`src/rtl/tmr_pkg.sv`:
```
package tmr_pkg;
  localparam int IVL_W = 6;
  localparam int CNT_W = 16;
  localparam int N_IVL = 2;

  typedef enum logic {SEL_LONG = 1'b0, SEL_SHORT = 1'b1} ivl_sel_e;

  // place an interval value into the top bits of the count, low bits cleared
  function automatic logic [CNT_W-1:0] scale_ivl(input logic [IVL_W-1:0] v);
    return {v, {(CNT_W-IVL_W){1'b0}}};
  endfunction

  // one step of the down counter: hold at zero, else minus one
  function automatic logic [CNT_W-1:0] step_down(input logic [CNT_W-1:0] c);
    return (c == '0) ? c : c - 1'b1;
  endfunction
endpackage

```
`src/rtl/ivl_bank.sv`:
```
module ivl_bank #(
  parameter int W = tmr_pkg::IVL_W,
  parameter int N = tmr_pkg::N_IVL,
  localparam int SW = (N > 1) ? $clog2(N) : 1
) (
  input  logic          clk,
  input  logic          rst_n,
  input  logic          wr_en,
  input  logic [SW-1:0] wr_sel,
  input  logic [W-1:0]  wr_data,
  input  logic [SW-1:0] rd_sel,
  output logic [W-1:0]  rd_data
);
  logic [W-1:0] regs [N];
  logic [N-1:0] wr_hit;

  for (genvar g = 0; g < N; g++) begin : g_reg
    assign wr_hit[g] = wr_en && (wr_sel == SW'(g));
    always_ff @(posedge clk) begin
      if (!rst_n)      regs[g] <= '0;
      else if (wr_hit[g]) regs[g] <= wr_data;
    end
    // a register not addressed by the write keeps its value
    p_untouched_keeps_r10: assert property (@(posedge clk) disable iff (!rst_n)
      !wr_hit[g] |=> $stable(regs[g]));
    // the addressed register takes the written data
    p_write_lands_r2: assert property (@(posedge clk) disable iff (!rst_n)
      wr_hit[g] |=> regs[g] == $past(wr_data));
  end

  assign rd_data = regs[rd_sel];

  p_one_target_r2: assert property (@(posedge clk) disable iff (!rst_n)
    $onehot0(wr_hit));
endmodule

```
`src/rtl/down_cnt.sv`:
```
module down_cnt #(
  parameter int CW = tmr_pkg::CNT_W,
  parameter int IW = tmr_pkg::IVL_W,
  localparam int LOW_W = CW - IW
) (
  input  logic          clk,
  input  logic          rst_n,
  input  logic          ld_en,
  input  logic [IW-1:0] ld_val,
  output logic [CW-1:0] count,
  output logic          at_zero
);
  import tmr_pkg::*;

  logic [CW-1:0] cnt_q;
  logic          dec_ev;

  assign dec_ev = !ld_en && (cnt_q != '0);

  always_ff @(posedge clk) begin
    if (!rst_n)     cnt_q <= '0;
    else if (ld_en) cnt_q <= scale_ivl(ld_val);
    else            cnt_q <= step_down(cnt_q);
  end

  assign count   = cnt_q;
  assign at_zero = (cnt_q == '0);

  // low bits cleared and top bits equal to the loaded value
  p_load_place_r3: assert property (@(posedge clk) disable iff (!rst_n)
    ld_en |=> (cnt_q[LOW_W-1:0] == '0) && (cnt_q[CW-1:LOW_W] == $past(ld_val)));
  // minus one per clock
  p_dec_one_r4: assert property (@(posedge clk) disable iff (!rst_n)
    dec_ev |=> cnt_q == $past(cnt_q) - 1'b1);
  // rests at zero until a load
  p_hold_zero_r6: assert property (@(posedge clk) disable iff (!rst_n)
    (at_zero && !ld_en) |=> at_zero);
  // loading zero gives done right away
  p_zero_load_r9: assert property (@(posedge clk) disable iff (!rst_n)
    (ld_en && ld_val == '0) |=> at_zero);
endmodule

```
`src/rtl/prog_interval_timer.sv`:
```
module prog_interval_timer (
  input  logic        clk,
  input  logic        rst_n,
  input  logic        wr_en,
  input  logic        wr_sel,
  input  logic [5:0]  wr_data,
  input  logic        ld_en,
  input  logic        ld_sel,
  output logic [15:0] count,
  output logic        done
);
  import tmr_pkg::*;

  logic [IVL_W-1:0] sel_ivl;

  ivl_bank #(.W(IVL_W), .N(N_IVL)) u_bank (
    .clk     (clk),
    .rst_n   (rst_n),
    .wr_en   (wr_en),
    .wr_sel  (wr_sel),
    .wr_data (wr_data),
    .rd_sel  (ld_sel),
    .rd_data (sel_ivl)
  );

  down_cnt #(.CW(CNT_W), .IW(IVL_W)) u_cnt (
    .clk     (clk),
    .rst_n   (rst_n),
    .ld_en   (ld_en),
    .ld_val  (sel_ivl),
    .count   (count),
    .at_zero (done)
  );

  // same-register write and load uses the old value
  p_old_on_clash_r8: assert property (@(posedge clk) disable iff (!rst_n)
    (ld_en && wr_en && (wr_sel == ld_sel)) |=> count[15:10] == $past(sel_ivl));
  // load wins over decrement
  p_load_wins_r7: assert property (@(posedge clk) disable iff (!rst_n)
    (ld_en && count != '0) |=> count[9:0] == '0);
endmodule

```
`config.mk`:
```
export PLATFORM = sky130hd
export DESIGN_NAME = prog_interval_timer
export DESIGN_NICKNAME = d
export VERILOG_FILES = /design/src/rtl/tmr_pkg.sv /design/src/rtl/ivl_bank.sv /design/src/rtl/down_cnt.sv /design/src/rtl/prog_interval_timer.sv
export SDC_FILE = /design/constraint.sdc
export NUM_CORES = 1
export LEC_CHECK = 0
export BUFFER_PORTS_ARGS = -buffer_cell sky130_fd_sc_hd__buf_2
export CELL_PAD_IN_SITES_DETAIL_PLACEMENT = 1
export CELL_PAD_IN_SITES_GLOBAL_PLACEMENT = 2
export CORE_UTILIZATION = 36
export DETAILED_ROUTE_END_ITERATION = 12
export PLACE_DENSITY = 0.87
export SYNTH_ARGS = -nofsm -noshare
export SYNTH_HDL_FRONTEND = slang
export SYNTH_SLANG_ARGS = --single-unit
```
`constraint.sdc`:
```
create_clock -name clk -period 3.61 [get_ports clk]
set_input_delay 0.1805 -clock clk [delete_from_list [all_inputs] [get_ports clk]]
set_output_delay 0.1805 -clock clk [all_outputs]
set_load 0.01 [all_outputs]
```
Word level (Yosys, flattened, before mapping)
Memory sizes are Yosys's and may differ from the RTL's.
Cells that the tools add are included.
Widths: inputs -> output; s select.
{"block": "op_classes", "addsub": 1, "mul": 0, "n_div": 0, "magnitude_cmp": 0, "eq_ne": 1, "shifts": 0, "mux": 11, "n_bitwise": 4, "reduce_logical": 4}
{"cell": "$mux 16", "count": 2}
{"cell": "$logic_not 16->1", "count": 1}
{"cell": "$sub 16x1->16 const B", "count": 1}
{"cell": "$mux 6", "count": 2}
{"cell": "$mux 1", "count": 7}
{"cell": "$logic_and 1x1->1", "count": 2}
{"cell": "$ne 2x2->1 const B", "count": 1}
{"cell": "$not 1->1", "count": 2}
{"cell": "$or 1x1->1", "count": 2}
{"cell": "$reduce_or 2->1", "count": 1}
{"block": "totals", "register_bits": 16, "latch_bits": 0, "ram_bits": 12, "mem_bits_ro": 0, "inputBits": 12, "out_inout_bits": 17, "word_cells": 24, "memories": 1}
{"memory": "u_bank.regs", "words": 2, "width": 6, "read_ports": 1, "rd_ports_with_merged_regs": 0, "wr": 2, "line": "ivl_bank.sv:14", "text": "logic [W-1:0] regs [N];"}

Depth between registers and ports, before layout
Gate-level depths: netlist of run 1.
{"block": "logic_depth", "depth_word": 6, "depth_mapped": 7, "ltp_nobuf": 6}

Cells and area by module
From an unflattened synthesis of run 1, not the netlist that was laid out.
{"block": "hier_totals", "cells_unflattened": 150, "area_unflattened_um2": 1443.9}
{"module": "down_cnt", "n_inst": 1, "cells_per_inst": 106, "area_each_um2": 883.3, "seq_area_each_um2": 320.3}
{"module": "ivl_bank", "n_inst": 1, "cells_per_inst": 44, "area_each_um2": 560.5, "seq_area_each_um2": 360.3}

Worst setup path before layout of run 1
No wires, ideal clock.
{"block": "synth_path", "kind": "register to register", "start": "reg u_cnt.cnt_q[0] (netlist: u_cnt.count[0])", "end": "reg u_cnt.cnt_q[4] (netlist: u_cnt.count[4])", "setup_time_ns": 0.071, "t_arrival_ns": 1.767, "required_ns": 3.539, "slack_ns": 1.772, "path_stages_with_launch": 7, "path_buffers": 0, "synth_period_minus_slack_ns": 1.838, "cell_sequence": "dfxtp_1 > inv_1 > ha_1 > nor4b_1 > and4_4 > or4_2 > a21oi_1"}
{"block": "synth_via", "elab_chain_len": 1, "elab_cells_between_ends": 2, "classes_between": "add/sub (1); reduce/logical (1)"}
{"element": "from (decl)", "line": "down_cnt.sv:15", "text": "logic [CW-1:0] cnt_q;"}
{"element": "from (signal assigned)", "line": "down_cnt.sv:22", "text": "else if (ld_en) cnt_q <= scale_ivl(ld_val);"}
{"element": "from (signal assigned)", "line": "down_cnt.sv:23", "text": "else cnt_q <= step_down(cnt_q);"}
{"element": "$sub 16x1->16 / $logic_not 16->1 (equally long branches)", "line": "tmr_pkg.sv:15", "text": "return (c == '0) ? c : c - 1'b1;"}
Parallel ways exist; a longest one is shown, timed or not.
A chain may end at the register's enable or synchronous reset.

Worst setup path in the final report of run 1
{"block": "layout_path", "start": "reg u_cnt.cnt_q[0] (netlist: u_cnt.count[0])", "end": "reg u_cnt.cnt_q[8] (netlist: u_cnt.count[8])"}
The elaborated chain is that of the path after synthesis.

==> results of run 1 <==
## flip-flops by register name, summed over array words and instances (netlist names)
register / count
u_bank.regs: 12
u_cnt.count: 16
## worst max-delay path by stage
| stage | slack, ns | startpoint | endpoint |
|---|---|---|---|
| after floorplan | 1.77 | u_cnt.count[0] | u_cnt.count[4] |
| after global placement | 1.74 | u_cnt.count[0] | u_cnt.count[4] |
| after detailed placement | 1.60 | u_cnt.count[0] | u_cnt.count[4] |
| after CTS | 1.57 | u_cnt.count[0] | u_cnt.count[4] |
| after global routing | 1.41 | u_cnt.count[0] | u_cnt.count[8] |
| final | 1.59 | u_cnt.count[0] | u_cnt.count[8] |
## per-layer routing
metal,up-vias,global-route usage
met3,2,0.0362
met2,21,0.311
met4,0,0.0239
li1,592,-
met1,575,0.186
met5,-,0
## metrics by stage
step,instance area (µm²),std cells,worst slack [ns],power [mW]
2_1_floorplan,1480,145,1.77,0.705
3_3_place_gp,1660,217,1.74,0.792
3_5_place_dp,1660,217,1.60,0.806
4_1_cts,1730,221,1.57,1.06
5_1_grt,1730,221,1.41,1.11
6_report,1730,221,1.59,1.04
## Yosys cell counts, types with 2 or more instances
library cell	n
or3_2	2
nor3_1	4
nor2b_1	2
nand2_1	9
nand4_2	2
inv_1	7
o32ai_1	2
mux2i_1	4
a41oi_1	2
o21ai_0	5
nor4_4	3
clkbuf_1	3
nand2b_1	2
mux2_2	3
nor3b_1	2
nand3_1	5
o31ai_1	2
dfxtp_1	16
and2_1	13
a21oi_1	7
nor2_1	10
o21a_1	2
edfxtp_1	12
## cell families (layout without fill, tap and decap cells)
| group | count (synthesis) | in the layout | synth area share |
|---|---|---|---|
| compound gates | 30 | 30 | 0.144 |
| simple gates | 66 | 66 | 0.294 |
| fa+ha+maj | 1 | 1 | 0.00844 |
| mux | 7 | 7 | 0.0498 |
| buf+inv | 11 | 39 | 0.0329 |
| xor+xnor | 2 | 2 | 0.0118 |
| flops | 28 | 28 | 0.459 |
## power by group through the flow
stage	Combinational [mW]	Clock (mW)	Sequential [mW]
2_1_floorplan	0.270	0	0.435
3_3_place_gp	0.364	0	0.428
3_5_place_dp	0.374	0	0.432
4_1_cts	0.377	0.255	0.424
5_1_grt	0.415	0.267	0.431
6_report	0.371	0.248	0.423
## cell type report
| type | count | area (µm²) | share of cell area |
|---|---|---|---|
| flip-flops and latches | 28 | 681 | 0.393 |
| well taps | 48 | 60.1 | 0.0347 |
| repair buffers | 28 | 140 | 0.0809 |
| clock buffers | 3 | 41.3 | 0.0238 |
| clock inverters | 1 | 30.0 | 0.0173 |
| inverters | 7 | 26.3 | 0.0152 |
| multi-input cells | 106 | 753 | 0.435 |
## worst reg2reg max path, stage by stage (launching register included)
cell and delay [ns]:
dfxtp_1 0.36, inv_1 0.09, ha_1 0.28, nor4b_1 0.47, nand4_2 0.31, a311oi_1 0.35
a41o_1 0.12
==> run_results.csv, run 1 <==
group,metric,value,unit
worst_setup_path,cpMaxStageDelayCell,"nor4b_1",
route,maxUsedRoutingLayer,"met4",
clock_tree,clk_pin_slew_worst_paths,0.10,ns
grt,track_usage,0.163,
yosys,synth_ff_type,"dfxtp_1",
sta,fin_tns_setup,0,ns
yosys,synth_async_sr_flop_share,0,
yosys,ys_ff_latch,28,
placed_design,buffer_ports.inserted,28,
clock_tree,htree_levels,1,
yosys,yosys_warnings,0,
pwr,share_comb_of_total_power,0.356,
die,die_area,4380,µm²
yosys,syn_nets,158,
worst_setup_path,required,3.83,ns
yosys,netlist_area,1480,µm²
die,die_y,66.2,µm
worst_setup_path,r2r_cells,6,
route,ant_nets,0,
placed_design,dp_hpwl,2520,µm
sta,max-slew-margin-rel,0.415,
placed_design,gp_congestion,0.741,
yosys,synth_edf_count,12,
pwr,seq_power_share,0.406,
yosys,synth.distinct_cells,49,
sta,setup_viol,0,
clock_tree,cts_tree,"done",
pwr,pwr-share-clk,0.238,
cells_and_area,mostFrequentLayoutCell,"buf_2",
cells_and_area,syn_to_final_growth,16.8,%
worst_setup_path,crit_buf_inv,1,
worst_setup_path,path_class,"register to register",
clock_tree,cts-resized-gates,0,
worst_hold_path,whs_path_depth,2,
worst_setup_path,rrSetupSlack,1.59,ns
cells_and_area,fin_util,0.456,
sta,post-route-period-util,0.561,
worst_setup_path,worstSetupEndpointType,"register",
worst_hold_path,hp-start,"wr_data[0]",
clock_tree,clock_latency,0.27,ns
sta,fmax,494,MHz
die,dieWidth,66.2,µm
yosys,synth_cells,145,
sta,skew,0.00262,ns
cells_and_area,nFillCells,448,
worst_setup_path,startpoint_type,"register",
cells_and_area,antenna_cells,0,
grt,grt_pass1_vias,1188,
sta,maxSlewViolCount,0,
route,routed-wl-met2,1710,µm
route,drc_errors,0,
worst_setup_path,reg2reg_from,"u_cnt.count[0]",
clock_tree,post_cts_buffers,0,
worst_setup_path,crit_chain,"inv_1 -> ha_1 -> nor4b_1 -> nand4_2 -> a311oi_1 -> a41o_1",
pwr,ir_drop,0.273,mV
sta,period_needed,2.02,ns
grt,antenna_found_initial,0,
worst_setup_path,crit_fanout,8,
clock_tree,cts.sink_count,28,
cells_and_area,drive_above_1_share,0.283,
clock_tree,hold_buffers,0,
pwr,power_density,601,nW/µm²
sta,tightest_slew,0.869,ns
worst_hold_path,min_to,"u_bank.regs[0][0]",
worst_setup_path,critPathMaxStageDelay,0.47,ns
route,vias_per_cell,5.38,
die,io_pins,29,
yosys,ys_seq_area_frac,0.459,
pwr,power.leakage,0.729,nW
clock_tree,numCtsBuffers,3,
route,routed_wl,3210,µm
worst_setup_path,crit_arrival,2.25,ns
sta,rsz0062_at_grt,"no",
clock_tree,cts_buffer_depth,2,
sta,hold_slack,0.189,ns
die,start_util,0.390,
route,wirelength_met1,1380,µm
pwr,internal_power,679,µW
cells_and_area,nets,187,
grt,grt_pass1_wl,5490,µm
yosys,synth_largest_area_cell,"edfxtp_1",
grt,grt_start_max_net_pins,17,
pwr,p_sw,362,µW
route,drt_iter0_drc,38,
yosys,synth_top_area_frac,0.243,
grt,overflow,0,
route,wl_per_cell,14.5,µm
die,coreArea,3800,µm²
run_status,outcome,"finished, final reports clean",
sta,finalHoldViolCount,0,
route,routed-wl-met3,104,µm
worst_setup_path,critical-path-top-delay-family,"simple AND/OR/NAND/NOR gates",
yosys,syn_avg_cell_area,10.2,µm²
yosys,ys_top_cells_by_area,"edfxtp_1, dfxtp_1, and2_1, nor4_4, mux2i_1",
worst_hold_path,hp-class,"primary input to register",
route,vias,1190,
route,first_pass_iters,4,
worst_setup_path,path_depth,6,
clock_tree,root_buffer,"clkbuf_8",
pwr,switching_share,0.347,
job,max_cap_viol_count,0,
die,rows,22,
cells_and_area,layout_common_cells,"buf_2, dfxtp_1, and2_1",
worst_setup_path,regToRegEndpoint,"u_cnt.count[8]",
Note: power is estimated with default switching activity, not from simulation.
==> run 2, diff against run 1 <==
--- a/config.mk
+++ b/config.mk
@@ -8,9 +8,9 @@
 export BUFFER_PORTS_ARGS = -buffer_cell sky130_fd_sc_hd__buf_2
 export CELL_PAD_IN_SITES_DETAIL_PLACEMENT = 1
 export CELL_PAD_IN_SITES_GLOBAL_PLACEMENT = 2
-export CORE_UTILIZATION = 36
+export CORE_UTILIZATION = 30
 export DETAILED_ROUTE_END_ITERATION = 12
-export PLACE_DENSITY = 0.87
+export PLACE_DENSITY = 0.78
 export SYNTH_ARGS = -nofsm -noshare
 export SYNTH_HDL_FRONTEND = slang
 export SYNTH_SLANG_ARGS = --single-unit
==> constraint.sdc (replaced) <==
create_clock -name clk -period 1.7 [get_ports clk]
set_input_delay 0.085 -clock clk [delete_from_list [all_inputs] [get_ports clk]]
set_output_delay 0.085 -clock clk [all_outputs]
set_load 0.01 [all_outputs]
==> run 2 against run 1 <==
  * Critical path depth is 1 higher
  * Sequential power is 110% higher
  * Clock power is 52% higher
  * Worst hold slack worse by 0.11 ns
  * Wire length is 23% higher
  * Non-clock buffer count is 26 higher
  * Via count is 13% higher
  * Final cell count is 20% higher
  * First-iteration DRC count is 29% higher
  * Worst setup slack worse by 1.6 ns
  * Count of clock-buffer cells in the layout stayed put
==> run_results.csv, run 2 (same netlist as run 1, synthesis figures left out) <==
group,metric,value,unit
run_status,outcome,"finished, final reports clean",
placed_design,dp_hpwl,2920,µm
route,routed_wl,3940,µm
clock_tree,root_buffer,"clkbuf_8",
route,first_pass_iters,4,
clock_tree,clk_pin_slew_worst_paths,0.10,ns
sta,setup_viol,0,
cells_and_area,nFillCells,555,
grt,grt_pass1_wl,6380,µm
sta,period_needed,1.70,ns
grt,overflow,0,
route,routed-wl-met2,2150,µm
die,start_util,0.312,
die,io_pins,29,
cells_and_area,syn_to_final_growth,36.4,%
sta,skew,0.00500,ns
route,routed-wl-met3,123,µm
route,drc_errors,0,
sta,finalHoldViolCount,0,
grt,grt_pass1_vias,1344,
clock_tree,htree_levels,1,
cells_and_area,mostFrequentLayoutCell,"buf_2",
worst_setup_path,crit_fanout,6,
worst_hold_path,min_to,"u_bank.regs[0][4]",
placed_design,place_ws,-0.0279,ns
die,coreArea,4750,µm²
worst_setup_path,reg2reg_from,"u_cnt.count[1]",
worst_setup_path,r2r_cells,4,
worst_setup_path,startpoint_type,"register",
sta,hold_slack,0.0817,ns
cells_and_area,largest_register_ffs,16,
worst_hold_path,hp-start,"wr_data[4]",
route,vias,1341,
pwr,ir_drop,0.383,mV
cells_and_area,fin_util,0.425,
sta,maxSlewViolCount,0,
clock_tree,cts.sink_count,28,
die,dieWidth,72.3,µm
grt,track_usage,0.159,
pwr,power_density,1240,nW/µm²
sta,post-route-period-util,0.997,
worst_setup_path,crit_arrival,1.61,ns
die,die_y,72.3,µm
route,maxUsedRoutingLayer,"met4",
die,die_area,5230,µm²
placed_design,gp_congestion,0.732,
cells_and_area,nets,213,
worst_setup_path,worstSetupEndpointType,"output pin",
clock_tree,cts_tree,"done",
cells_and_area,drive_above_1_share,0.437,
route,ant_nets,0,
cells_and_area,layout_common_cells,"buf_2, buf_4, and2_1",
grt,antenna_found_initial,0,
sta,max-slew-margin-rel,0.642,
route,wirelength_met1,1580,µm
pwr,power.leakage,0.873,nW
clock_tree,hold_buffers,0,
sta,layout_setup_ws,0.00459,ns
route,drt_iter0_drc,49,
sta,fin_tns_setup,0,ns
placed_design,buffer_ports.inserted,28,
worst_setup_path,path_class,"register to output pin",
worst_setup_path,required,1.62,ns
grt,grt_start_max_net_pins,16,
route,vias_per_cell,5.04,
cells_and_area,antenna_cells,0,
sta,fmax,590,MHz
worst_hold_path,hp-class,"primary input to register",
worst_hold_path,whs_path_depth,2,
die,rows,25,
route,wl_per_cell,14.8,µm
clock_tree,clock_latency,0.28,ns
clock_tree,numCtsBuffers,3,
worst_setup_path,regToRegEndpoint,"u_cnt.count[3]",
sta,tightest_slew,0.535,ns
job,max_cap_viol_count,0,
clock_tree,cts_buffer_depth,2,
worst_setup_path,rrSetupSlack,0.06,ns
-- run 2: cell types whose count changed in the layout (fill, tap and decap cells not counted), moves of 2 or more --
cell | previous run | this run
buf_4 | 0 | 22
buf_6 | 0 | 3
dfxtp_1 | 16 | 10
dfxtp_2 | 0 | 4
dfxtp_4 | 0 | 2
-- run 2: layer usage --
layer,vias to the layer above,global-route usage
li1,650,-
met1,648,0.180
met5,-,0
met2,33,0.299
met4,0,0.0523
met3,10,0.0292
-- run 2: per-stage QoR --
step	power (mW)	instance area [µm²]	instances
2_1_floorplan	1.52	1510	145
3_3_place_gp	1.85	1850	254
3_5_place_dp	1.90	1850	254
4_1_cts	2.33	1920	260
5_1_grt	2.67	2020	266
6_report	2.51	2020	266
-- run 2: area by class of cell --
cell class                 count  area, µm²  area share
inverter                       7       26.3      0.0130
sequential                    28        693       0.343
clock buffer                   3       41.3      0.0204
tap                           67       83.8      0.0415
clock inverter                 1       3.75     0.00186
multi-input combinational    106        815       0.403
timing repair buffer          54        359       0.178
-- run 2: critical path, cell delays in order (launching register included) --
cell and delay (ns):
dfxtp_4 0.35, inv_1 0.09, ha_4 0.14, buf_4 0.15
nor3b_4 0.22, nand2_1 0.11, nor2_2 0.14, buf_2 0.14
-- run 2: timing repair --
| item | 4_1_cts | 5_1_grt |
|---|---|---|
| resized for setup | 4 | 13 |
| setup endpoints to repair | 5 | 11 |
| pin swaps | 2 | 3 |
| setup buffers | 2 | 6 |
-- run 2: worst max-delay path by stage --
stage | start | to | slack (ns) | depth (start not counted)
after detailed placement | u_cnt.count[0] | u_cnt.count[4] | -0.03 | 6
after CTS | u_cnt.count[0] | u_cnt.count[5] | 0.002 | 8
after global placement | u_cnt.count[0] | u_cnt.count[4] | 0.03 | 6
final | u_cnt.count[1] | done | 0.005 | 7
after global routing | u_cnt.count[1] | done | -0.03 | 7
after floorplan | u_cnt.count[0] | u_cnt.count[4] | 0.006 | 6
-- run 2: power by group --
group	total (mW)	internal, mW	leakage, nW	switching (mW)
clock	0.376	0.163	0.0231	0.213
sequential	0.883	0.793	0.256	0.0897
combinational	1.25	0.637	0.594	0.617
total	2.51	1.59	0.873	0.920
==> run 3, diff against run 2 <==
--- a/config.mk
+++ b/config.mk
@@ -6,11 +6,9 @@
 export NUM_CORES = 1
 export LEC_CHECK = 0
 export BUFFER_PORTS_ARGS = -buffer_cell sky130_fd_sc_hd__buf_2
-export CELL_PAD_IN_SITES_DETAIL_PLACEMENT = 1
-export CELL_PAD_IN_SITES_GLOBAL_PLACEMENT = 2
-export CORE_UTILIZATION = 30
+export CORE_UTILIZATION = 49
 export DETAILED_ROUTE_END_ITERATION = 12
-export PLACE_DENSITY = 0.78
+export PLACE_DENSITY = 0.8
 export SYNTH_ARGS = -nofsm -noshare
 export SYNTH_HDL_FRONTEND = slang
 export SYNTH_SLANG_ARGS = --single-unit
==> run 3 against run 2 <==
  * The run now ends with design-rule violations left
  * Register-to-register slack hardly changed
  * Via count decreased by 3.5%
  * Flip-flop and latch count is the same
  * Cell area shrank 4.5%
  * Die area fell by 38%
  * Worst setup slack better by 0.024 ns
==> run_results.csv, run 3 (same netlist as run 1, synthesis figures left out) <==
group,metric,value,unit
cells_and_area,layout_common_cells,"buf_2, buf_4, and2_1",
cells_and_area,mostFrequentLayoutCell,"buf_2",
worst_hold_path,hp-class,"primary input to register",
worst_setup_path,path_class,"register to output pin",
clock_tree,clock_latency,0.33,ns
route,drt_iter0_drc,39,
cells_and_area,nets,207,
die,die_area,3250,µm²
cells_and_area,drive_above_1_share,0.440,
sta,fmax,598,MHz
die,io_pins,29,
die,rows,19,
route,first_pass_iters,8,
sta,hold_slack,0.0221,ns
sta,setup_viol,0,
sta,period_needed,1.67,ns
worst_setup_path,cpMaxStageDelayCell,"dfxtp_4",
cells_and_area,largest_register_ffs,16,
pwr,ir_drop,0.635,mV
route,routed_wl,3280,µm
clock_tree,clk_pin_slew_worst_paths,0.16,ns
clock_tree,cts_tree,"done",
die,start_util,0.529,
worst_setup_path,critical-path-top-delay-family,"simple AND/OR/NAND/NOR gates",
sta,fin_tns_setup,0,ns
route,ant_nets,0,
grt,met3_usage,0.0227,
worst_hold_path,whs_path_depth,2,
worst_setup_path,critPathMaxStageDelay,0.38,ns
die,die_y,57.0,µm
worst_setup_path,r2r_cells,6,
cells_and_area,syn_to_final_growth,30.2,%
worst_setup_path,crit_fanout,6,
sta,finalHoldViolCount,0,
clock_tree,htree_levels,1,
pwr,power.leakage,0.847,nW
run_status,violations,"design-rule violations",
route,vias,1294,
worst_setup_path,crit_buf_inv,3,
job,max_cap_viol_count,0,
die,coreArea,2810,µm²
grt,grtUsageMet1,0.240,
sta,post-route-period-util,0.983,
grt,grt_pass1_wl,5360,µm
worst_setup_path,worstSetupEndpointType,"output pin",
worst_setup_path,crit_chain,"inv_2 -> ha_4 -> buf_6 -> nor3b_4 -> nand2_1 -> nor2_1 -> buf_2",
grt,track_usage,0.207,
worst_setup_path,required,1.62,ns
die,dieWidth,57.0,µm
pwr,power_density,1240,nW/µm²
route,wl_per_cell,14.7,µm
route,drc_errors,2,
clock_tree,numCtsBuffers,3,
grt,top_usage_layer,"met2",
placed_design,dp_hpwl,2400,µm
sta,maxSlewViolCount,0,
placed_design,buffer_ports.inserted,28,
grt,antenna_found_initial,0,
pwr,total_power,2.40,mW
sta,max-slew-margin-rel,0.654,
worst_setup_path,startpoint_type,"register",
grt,overflow,0,
clock_tree,cts_buffer_depth,2,
grt,grt_start_max_net_pins,17,
run_status,outcome,"finished with violations",
grt,grt_use_met2,0.395,
cells_and_area,antenna_cells,0,
clock_tree,cts.sink_count,28,
sta,tightest_slew,0.518,ns
route,vias_per_cell,5.78,
sta,skew,0.0172,ns
worst_setup_path,crit_arrival,1.59,ns
clock_tree,root_buffer,"clkbuf_4",
grt,grt_pass1_vias,1239,
worst_setup_path,path_depth,7,
placed_design,gp_congestion,0.892,
run 3: report_power, final:
part	internal, mW	switching, mW	total [mW]
Sequential	0.794	0.0938	0.888
Combinational	0.534	0.542	1.08
Clock	0.238	0.200	0.439
Total	1.57	0.836	2.40
run 3: layer usage:
layer / vias to the layer above / routed length [µm] / part of all wire
met4: 0 / 15 / 0.0046
met5: - / 0 / 0
met3: 2 / 108 / 0.033
li1: 640 / - / -
met2: 32 / 1810 / 0.55
met1: 620 / 1350 / 0.41
run 3: metrics by stage:
step	setup slack, ns	util	instances	instance area, µm²
2_1_floorplan	0.00635	-	145	1510
3_3_place_gp	0.0288	0.636	216	1790
3_5_place_dp	-0.0115	0.636	216	1790
4_1_cts	0.00103	0.658	220	1850
5_1_grt	-0.0196	0.688	224	1930
6_report	0.0285	0.688	224	1930
run 3: cell type report:
class                   instances  area, µm²
repair buffers                 48        302
flip-flops and latches         28        697
fillers                       211        875
inverters                       7       28.8
well taps                      31       38.8
clock inverters                 1       30.0
multi-input cells             106        812
clock buffers                   3       22.5
run 3: worst paths after layout:
kind                        from           endpoint  slack, ns
hold reg to reg   u_cnt.count[7]     u_cnt.count[7]       0.53
hold / removal        wr_data[3]  u_bank.regs[1][3]       0.02
setup reg to reg  u_cnt.count[0]     u_cnt.count[4]       0.06
setup / recovery  u_cnt.count[1]               done       0.03
run 3: what timing repair did:
item / CTS / global route
buffers inserted: 0 / 4
setup endpoints to repair: 2 / 8
resized for setup: 3 / 17
pin swaps: 1 / 4
hold buffers: 0 / 0
run 3: worst register-to-register path, cell delays in order (launching register included):
cell and delay (ns):
dfxtp_4 0.39, inv_4 0.04, ha_4 0.15, nor4b_4 0.13
and4_4 0.20, or4_2 0.55, a21oi_2 0.13
